--- src/rtl/spi_flag_pkg.sv ---
package spi_flag_pkg;
  localparam int unsigned ADDR_W = 2;
  localparam int unsigned CTRL_W = 16;
  localparam int unsigned LEN_W  = 5;
  localparam int unsigned NFLAG  = 5;

  typedef enum logic [ADDR_W-1:0] {
    REG_STAT = 2'd0,
    REG_CTRL = 2'd1,
    REG_DATA = 2'd2
  } reg_sel_e;

  // flag index order equals status bit order starting at bit 3
  localparam int unsigned F_ABORT = 0;
  localparam int unsigned F_MODF  = 1;
  localparam int unsigned F_OVR   = 2;
  localparam int unsigned F_WCOL  = 3;
  localparam int unsigned F_DONE  = 4;

  localparam int unsigned CB_LEN_EN = 2;
  localparam int unsigned CB_IE     = 7;
  localparam int unsigned CB_LEN_LO = 8;
  localparam int unsigned LEN_CODE_W = 4;
endpackage

--- src/rtl/spi_flag_cell.sv ---
module spi_flag_cell #(
  parameter bit TWO_STEP = 1'b0
) (
  input  logic clk_i,
  input  logic rst_ni,
  input  logic set_i,
  input  logic stat_rd_i,
  input  logic second_i,
  output logic flag_o
);
  logic flag_q, armed_q, clr;

  generate
    if (TWO_STEP) begin : g_two
      assign clr = second_i && armed_q;
    end else begin : g_one
      assign clr = stat_rd_i;
    end
  endgenerate

  always_ff @(posedge clk_i or negedge rst_ni) begin
    if (!rst_ni) begin
      flag_q  <= 1'b0;
      armed_q <= 1'b0;
    end else if (set_i) begin
      flag_q  <= 1'b1;
      armed_q <= 1'b0;
    end else if (clr) begin
      flag_q  <= 1'b0;
      armed_q <= 1'b0;
    end else if (stat_rd_i) begin
      armed_q <= TWO_STEP && flag_q;
    end
  end

  assign flag_o = flag_q;

  assert_set_sticky_R3: assert property (@(posedge clk_i) disable iff (!rst_ni)
    set_i |=> flag_o);

  generate
    if (TWO_STEP) begin : g_chk_two
      // without a qualifying second access the flag cannot drop
      assert_hold_R10: assert property (@(posedge clk_i) disable iff (!rst_ni)
        (flag_o && !second_i) |=> flag_o);
    end else begin : g_chk_one
      assert_rd_clear_R4: assert property (@(posedge clk_i) disable iff (!rst_ni)
        (stat_rd_i && !set_i) |=> !flag_o);
    end
  endgenerate
endmodule

--- src/rtl/spi_ctrl_fields.sv ---
module spi_ctrl_fields
  import spi_flag_pkg::*;
(
  input  logic              clk_i,
  input  logic              rst_ni,
  input  logic              wr_en_i,
  input  logic [CTRL_W-1:0] wdata_i,
  output logic              irq_en_o,
  output logic [LEN_W-1:0]  xfer_len_o
);
  localparam logic [LEN_CODE_W-1:0] CODE_MIN = LEN_CODE_W'(8);
  localparam logic [LEN_W-1:0] LEN_DEF = LEN_W'(8);
  localparam logic [LEN_W-1:0] LEN_MAX = LEN_W'(16);

  logic                  ie_q, len_en_q;
  logic [LEN_CODE_W-1:0] code_q;
  logic                  unused_wbits;

  assign unused_wbits = ^{wdata_i[CTRL_W-1:CB_LEN_LO+LEN_CODE_W],
                          wdata_i[CB_IE-1:CB_LEN_EN+1],
                          wdata_i[CB_LEN_EN-1:0]};

  always_ff @(posedge clk_i or negedge rst_ni) begin
    if (!rst_ni) begin
      ie_q     <= 1'b0;
      len_en_q <= 1'b0;
      code_q   <= '0;
    end else if (wr_en_i) begin
      ie_q     <= wdata_i[CB_IE];
      len_en_q <= wdata_i[CB_LEN_EN];
      code_q   <= wdata_i[CB_LEN_LO +: LEN_CODE_W];
    end
  end

  always_comb begin
    xfer_len_o = LEN_DEF;
    if (len_en_q) begin
      if (code_q == '0)           xfer_len_o = LEN_MAX;
      else if (code_q >= CODE_MIN) xfer_len_o = LEN_W'(code_q);
    end
  end

  assign irq_en_o = ie_q;

  assert_len_range_R9: assert property (@(posedge clk_i) disable iff (!rst_ni)
    (xfer_len_o >= LEN_DEF) && (xfer_len_o <= LEN_MAX));
endmodule

--- src/rtl/spi_flag_unit.sv ---
module spi_flag_unit
  import spi_flag_pkg::*;
(
  input  logic              clk_i,
  input  logic              rst_ni,
  input  logic              sel_i,
  input  logic              rd_i,
  input  logic              wr_i,
  input  logic [ADDR_W-1:0] addr_i,
  input  logic [CTRL_W-1:0] wdata_i,
  input  logic              ev_abort_i,
  input  logic              ev_modf_i,
  input  logic              ev_ovr_i,
  input  logic              ev_wcol_i,
  input  logic              ev_done_i,
  output logic [7:0]        status_o,
  output logic              irq_o,
  output logic [LEN_W-1:0]  xfer_len_o
);
  localparam logic [NFLAG-1:0] TWO_MASK = NFLAG'((1 << F_MODF) | (1 << F_WCOL) | (1 << F_DONE));

  logic             stat_rd, ctrl_wr, data_acc, irq_en;
  logic [NFLAG-1:0] ev, second, flags;

  assign stat_rd  = sel_i && rd_i && (addr_i == REG_STAT);
  assign ctrl_wr  = sel_i && wr_i && (addr_i == REG_CTRL);
  assign data_acc = sel_i && (rd_i || wr_i) && (addr_i == REG_DATA);

  assign ev = {ev_done_i, ev_wcol_i, ev_ovr_i, ev_modf_i, ev_abort_i};

  always_comb begin
    second         = '0;
    second[F_MODF] = ctrl_wr;
    second[F_WCOL] = data_acc;
    second[F_DONE] = data_acc;
  end

  for (genvar i = 0; i < NFLAG; i++) begin : g_flag
    spi_flag_cell #(.TWO_STEP(TWO_MASK[i])) u_cell (
      .clk_i    (clk_i),
      .rst_ni   (rst_ni),
      .set_i    (ev[i]),
      .stat_rd_i(stat_rd),
      .second_i (second[i]),
      .flag_o   (flags[i])
    );
  end

  spi_ctrl_fields u_ctrl (
    .clk_i     (clk_i),
    .rst_ni    (rst_ni),
    .wr_en_i   (ctrl_wr),
    .wdata_i   (wdata_i),
    .irq_en_o  (irq_en),
    .xfer_len_o(xfer_len_o)
  );

  assign status_o = {flags, 3'b000};
  assign irq_o    = irq_en && (flags[F_DONE] || flags[F_MODF]);

  assert_irq_on_done_R8: assert property (@(posedge clk_i) disable iff (!rst_ni)
    (irq_en && ev_done_i && !ctrl_wr) |=> irq_o);
  assert_rsvd_zero_R2: assert property (@(posedge clk_i) disable iff (!rst_ni)
    status_o[2:0] == 3'b000);
endmodule

--- config.mk ---
export PLATFORM = sky130hd
export DESIGN_NAME = spi_flag_unit
export DESIGN_NICKNAME = d
export VERILOG_FILES = /design/src/rtl/spi_flag_pkg.sv /design/src/rtl/spi_flag_cell.sv /design/src/rtl/spi_ctrl_fields.sv /design/src/rtl/spi_flag_unit.sv
export SDC_FILE = /design/constraint.sdc
export NUM_CORES = 1
export LEC_CHECK = 0
export ABC_AREA = 1
export BUFFER_PORTS_ARGS = -buffer_cell sky130_fd_sc_hd__buf_4
export CELL_PAD_IN_SITES_DETAIL_PLACEMENT = 1
export CELL_PAD_IN_SITES_GLOBAL_PLACEMENT = 1
export CORE_MARGIN = 1.5
export CORE_UTILIZATION = 30
export DETAILED_ROUTE_END_ITERATION = 10
export PLACE_DENSITY = 0.85
export SETUP_SLACK_MARGIN = 0.15
export SLEW_MARGIN = 20
export SYNTH_ARGS = -nofsm -noshare
export SYNTH_HDL_FRONTEND = slang
export SYNTH_HIERARCHICAL = 1
export SYNTH_SLANG_ARGS = --single-unit
--- constraint.sdc ---
create_clock -name clk_i -period 1.7 [get_ports clk_i]
set_input_delay 0.085 -clock clk_i [delete_from_list [all_inputs] [get_ports clk_i]]
set_output_delay 0.085 -clock clk_i [all_outputs]
set_load 0.005 [all_outputs]
* Word-level counts from Yosys, hierarchy flattened
Cells that the tools add are included.
** Operators by class
- Equality and inequality tests :: 2
- Reductions and logical operators :: 22
- Muxes and demuxes :: 21
- Magnitude comparators :: 1
** Operators by type and width (number)
- 2-to-1 mux 1 bit :: 18
- logical AND 1 bit :: 10
- 2-to-1 mux 5 bit :: 2
- nonzero test 2 bit :: 5
- nonzero test 3 bit :: 3
- >= comparator 4 bit (second input constant) :: 1
- logical NOT 4 bit :: 1
- 2-to-1 mux 4 bit :: 1
- equality test 2 x 1 -> 1 bit (second input constant) :: 1
- equality test 2 bit (second input constant) :: 1
- logical NOT 2 bit :: 1
- logical OR 1 bit :: 2
** Storage, ports and cells
- Word-level logic and storage cells :: 57
- Input bits :: 28
- Output and inout bits :: 14
- Register bits :: 14

* Longest topological paths before layout
- Word-level depth :: 6
- Gate-level depth with buffers :: 6
- Depth with buffers taken out :: 6

* Hierarchy
Netlist, hierarchy kept.
** By module, submodules not included
- spi_ctrl_fields :: instances 1, area each 279.0 um^2, sequential area each 150.1 um^2, cells an instance 35
- spi_flag_cell (g_flag[1].u_cell ...) :: instances 3, area each 88.8 um^2, sequential area each 50.0 um^2, cells an instance 11
- spi_flag_cell (g_flag[0].u_cell ...) :: instances 2, area each 40.0 um^2, sequential area each 25.0 um^2, cells an instance 5
- spi_flag_unit :: instances 1, area each 68.8 um^2, sequential area each 0.0 um^2, cells an instance 12

* Worst setup path before layout
Ideal clock, no wire load.
- Path type :: input to register
- Start :: in sel_i
- End :: reg g_flag[1].u_cell.armed_q
- Required time :: 1.627 ns
- Library setup time :: 0.073 ns
- Buffers on the path :: 0
- Data arrival time :: 0.854 ns
- Setup slack :: 0.773 ns
- Stages :: 4
- Path through :: nand2_1 > nor3_1 > nand2_1 > a21oi_2
** On the way
- Elaborated cells on any way between the ends :: 8
- Those cells by class :: mux: 2; reduce/logical: 6
** RTL lines
- from (decl) :: line spi_flag_unit.sv:6 : input logic sel_i,
- logical AND 1 bit (2 in series) :: line spi_flag_unit.sv:25 : assign stat_rd = sel_i && rd_i && (addr_i == REG_STAT);
- named net stat_rd :: line spi_flag_unit.sv:22 : logic stat_rd, ctrl_wr, data_acc, irq_en;
- nonzero test 3 bit (no line)
- to (signal assigned) :: line spi_flag_cell.sv:32 : armed_q <= TWO_STEP && flag_q;
- to (decl) :: line spi_flag_cell.sv:11 : logic flag_q, armed_q, clr;
The timed path passes the listed nets, and every way through them passes these cells.
A chain may end at the register's enable or synchronous reset.

* Worst setup path after layout
- Start :: reg u_ctrl.code_q[0]
- End :: out xfer_len_o[4]
** On the way
- Word-level cells in the longest chain between the ends :: 3
** RTL lines
- from (decl) :: line spi_ctrl_fields.sv:16 : logic [LEN_CODE_W-1:0] code_q;
- from (signal assigned) :: line spi_ctrl_fields.sv:31 : code_q <= wdata_i[CB_LEN_LO +: LEN_CODE_W];
- logical NOT 4 bit :: line spi_ctrl_fields.sv:38 : if (code_q == '0) xfer_len_o = LEN_MAX;
- 2-to-1 mux 5 bit :: line spi_ctrl_fields.sv:38
- 2-to-1 mux 5 bit :: line spi_ctrl_fields.sv:37 : if (len_en_q) begin
- to (decl) :: line spi_flag_unit.sv:18 : output logic [LEN_W-1:0] xfer_len_o
No other way between the ends.

==> flow_metrics.env <==
export IMPL_status="finished clean"
export IMPL_yosys_warnings=6
export IMPL_synth_top_area_frac=0.5045
export IMPL_die_w_um=51.11
export IMPL_gp_congestion=0.6661
export IMPL_path_clk_slew_ns=0.08
export IMPL_rows=17
export IMPL_power_mw=0.7514
export IMPL_drive_above_1_share=0.2969
export IMPL_crit_required_ns=1.62
export IMPL_track_usage=0.1441
export IMPL_diodes=0
export IMPL_hold_path_class="in2reg"
export IMPL_synth_cell_type_count=16
export IMPL_reg2reg_depth=3
export IMPL_cts_repair_resized=0
export IMPL_hold_start="wdata_i[8]"
export IMPL_num_io_pins=42
export IMPL_ir_drop_mv=0.3517
export IMPL_synth_area_top_cells="dfrtp_1, nand2_1, inv_1"
export IMPL_drt_iter0_markers=3
export IMPL_arrival_ns=1.10
export IMPL_min_to="u_ctrl/code_q[0]"
export IMPL_clockBufferDepth=2
export IMPL_antenna_found_initial=0
export IMPL_maxCapViolations=0
export IMPL_cpMostUsedCell="nor2_1"
export IMPL_die_height_um=51.11
export IMPL_critPathKind="reg2out"
export IMPL_grt_max_degree=15
export IMPL_cp_slowest_cell="dfrtp_1"
export IMPL_syn_cell_area_um2=694.4
export IMPL_met3_usage=0.02047
export IMPL_via_per_inst=4.256
export IMPL_pre_cts_ws_ns=0.6195
export IMPL_ys_dominant_reg_cell="dfrtp_1"
export IMPL_finalSetupViolations=0
export IMPL_cp_start_kind="flip-flop"
export IMPL_r2r_end="g_flag[1].u_cell/armed_q"
export IMPL_yosysMostFrequentCell="nand2_1"
export IMPL_crit_fanout=2
export IMPL_grt_util_met2=0.2706
export IMPL_grt_pass1_vias=665
export IMPL_grt_overflow=0
export IMPL_synth_edff_count=0
export IMPL_synth_top_cell_by_area="dfrtp_1"
export IMPL_power_leakage_nw=0.5219
export IMPL_use_met1=0.1513
export IMPL_final_min_clock_period_ns=1.188
export IMPL_tns_ns=0
export IMPL_seq_area_frac_synth=0.5045
export IMPL_clockRootBuffer="clkbuf_4"
export IMPL_busiest_layer="met2"
export IMPL_grt_pass1_wl_um=2760
export IMPL_fp_dieArea_mm2=0.002612
export IMPL_clk_latency_ns=0.29
export IMPL_fin_nets=158
export IMPL_vias=664
export IMPL_drc=0
export IMPL_path_cells="nor2_1 -> nand2_1 -> nor2_1 -> buf_4"
export IMPL_syn_inst=90
export IMPL_core_area_mm2=0.002191
export IMPL_dp_hpwl_um=1336
export IMPL_slowest_delay_ns=0.38
export IMPL_hold_viol=0
export IMPL_postCtsSetupBuffers=0
export IMPL_synth_common_cells="nand2_1, inv_1, dfrtp_1"
export IMPL_skew_ns=0.0002337
export IMPL_cts_sinks=14
export IMPL_rsz0062_at_grt="false"
export IMPL_drtAntennaViolNets=0
export IMPL_wl_um=1741
export IMPL_area_growth_pct=47.03
export IMPL_min_path_cells=3
export IMPL_start_util=0.3170
export IMPL_async_reset_ff_frac=1.000
export IMPL_rrSetupSlack_ns=1.01
export IMPL_timing_fmax_mhz=841.8
export IMPL_syn_avg_cell_area_um2=7.716
export IMPL_setup_slack_ns=0.5120
export IMPL_cts_buffers=3
export IMPL_ctsHtreeMaxLevel=1
export IMPL_power_density_mw_per_mm2=735.9
export IMPL_hold_slack_ns=0.01033
export IMPL_post_route_period_util=0.6988
export IMPL_place_port_buffers=28
export IMPL_cp_end_kind="output port"
export IMPL_slew_violations=0
export IMPL_route_detailed_wl_per_inst_um=11.16
export IMPL_first_pass_iters=4
export IMPL_synth_seq_cells=14
export IMPL_cts_tree="done"
export IMPL_regToRegStartpoint="g_flag[1].u_cell/armed_q"
## how the worst max path moves through the flow
stage | from | end | slack, ns | cells after the start
after CTS | u_ctrl/code_q[0] | xfer_len_o[4] | 0.48 | 4
after global placement | addr_i[1] | u_ctrl/code_q[2] | 0.67 | 4
after floorplan | sel_i | g_flag[1].u_cell/armed_q | 0.77 | 4
after global routing | u_ctrl/code_q[0] | xfer_len_o[4] | 0.47 | 4
final | u_ctrl/code_q[0] | xfer_len_o[4] | 0.51 | 4
after detailed placement | addr_i[1] | u_ctrl/code_q[2] | 0.62 | 5
## sequential cells by signal, summed over array words and instances, names as in the netlist
name	cells
g_flag.u_cell/flag_o	5
u_ctrl/code_q	4
g_flag.u_cell/armed_q	3
u_ctrl/irq_en_o	1
u_ctrl/len_en_q	1
## cells by family (layout without fill, tap and decap cells)
family / after synthesis / in the layout / share of synthesized area
DFF: 14 / 14 / 0.5045
and+or+nand+nor: 43 / 43 / 0.2450
AOI/OAI and AO/OA: 11 / 11 / 0.1045
other: 1 / 3 / 0.005400
buffers and inverters: 21 / 57 / 0.1405
## where the power goes
| part | switching (mW) | internal (mW) | total [mW] |
|---|---|---|---|
| sequential | 0.0216 | 0.367 | 0.388 |
| clock | 0.109 | 0.0825 | 0.192 |
| combinational | 0.0817 | 0.0895 | 0.171 |
| total | 0.213 | 0.539 | 0.751 |
## per-stage QoR
stage                     utilization  cell area, um2  instances
after detailed placement       0.4238           928.4        146
after global routing           0.4660            1021        156
after CTS                      0.4660            1021        156
after floorplan                     -           701.9         92
after global placement         0.4238           928.4        146
final                          0.4660            1021        156
## worst max-delay path: cells and delay by family (launching register included)
family	cells	cell delay [ns]
buffers and inverters	1	0.11
DFF	1	0.38
and+or+nand+nor	3	0.33
## placed cells by master (no fill, tap or decap)
master and n:
nand2_1 34, buf_4 30, inv_1 17, dfrtp_1 14, dlygate4sd3_1 7, nor2_1 6, conb_1 3, clkbuf_4 3
a21oi_2 3, o21ai_1 3, o21ai_0 2, nor3_1 1, nor3_2 1, a21oi_1 1, o21a_1 1, nand3_1 1
o21ai_2 1
## timing repair
item | CTS | global route
endpoints found under the hold margin | 20 | 0
hold buffers | 7 | 0
setup endpoints to repair | 0 | 0
## area by class of cell
class	count	area, um2
timing repair buffer	37	295.3
fill	282	1170
tap	28	35.03
multi-input combinational	57	254.0
inverter	17	63.81
sequential	14	350.3
clock buffer	3	22.52
## layer usage
layer  vias to the layer above  part of all wire
met4                         0             0.021
met3                         3             0.058
li1                        335                 -
met1                       303              0.39
met2                        23              0.53
met5                         -                 0
(Power assumes the default switching activity.)
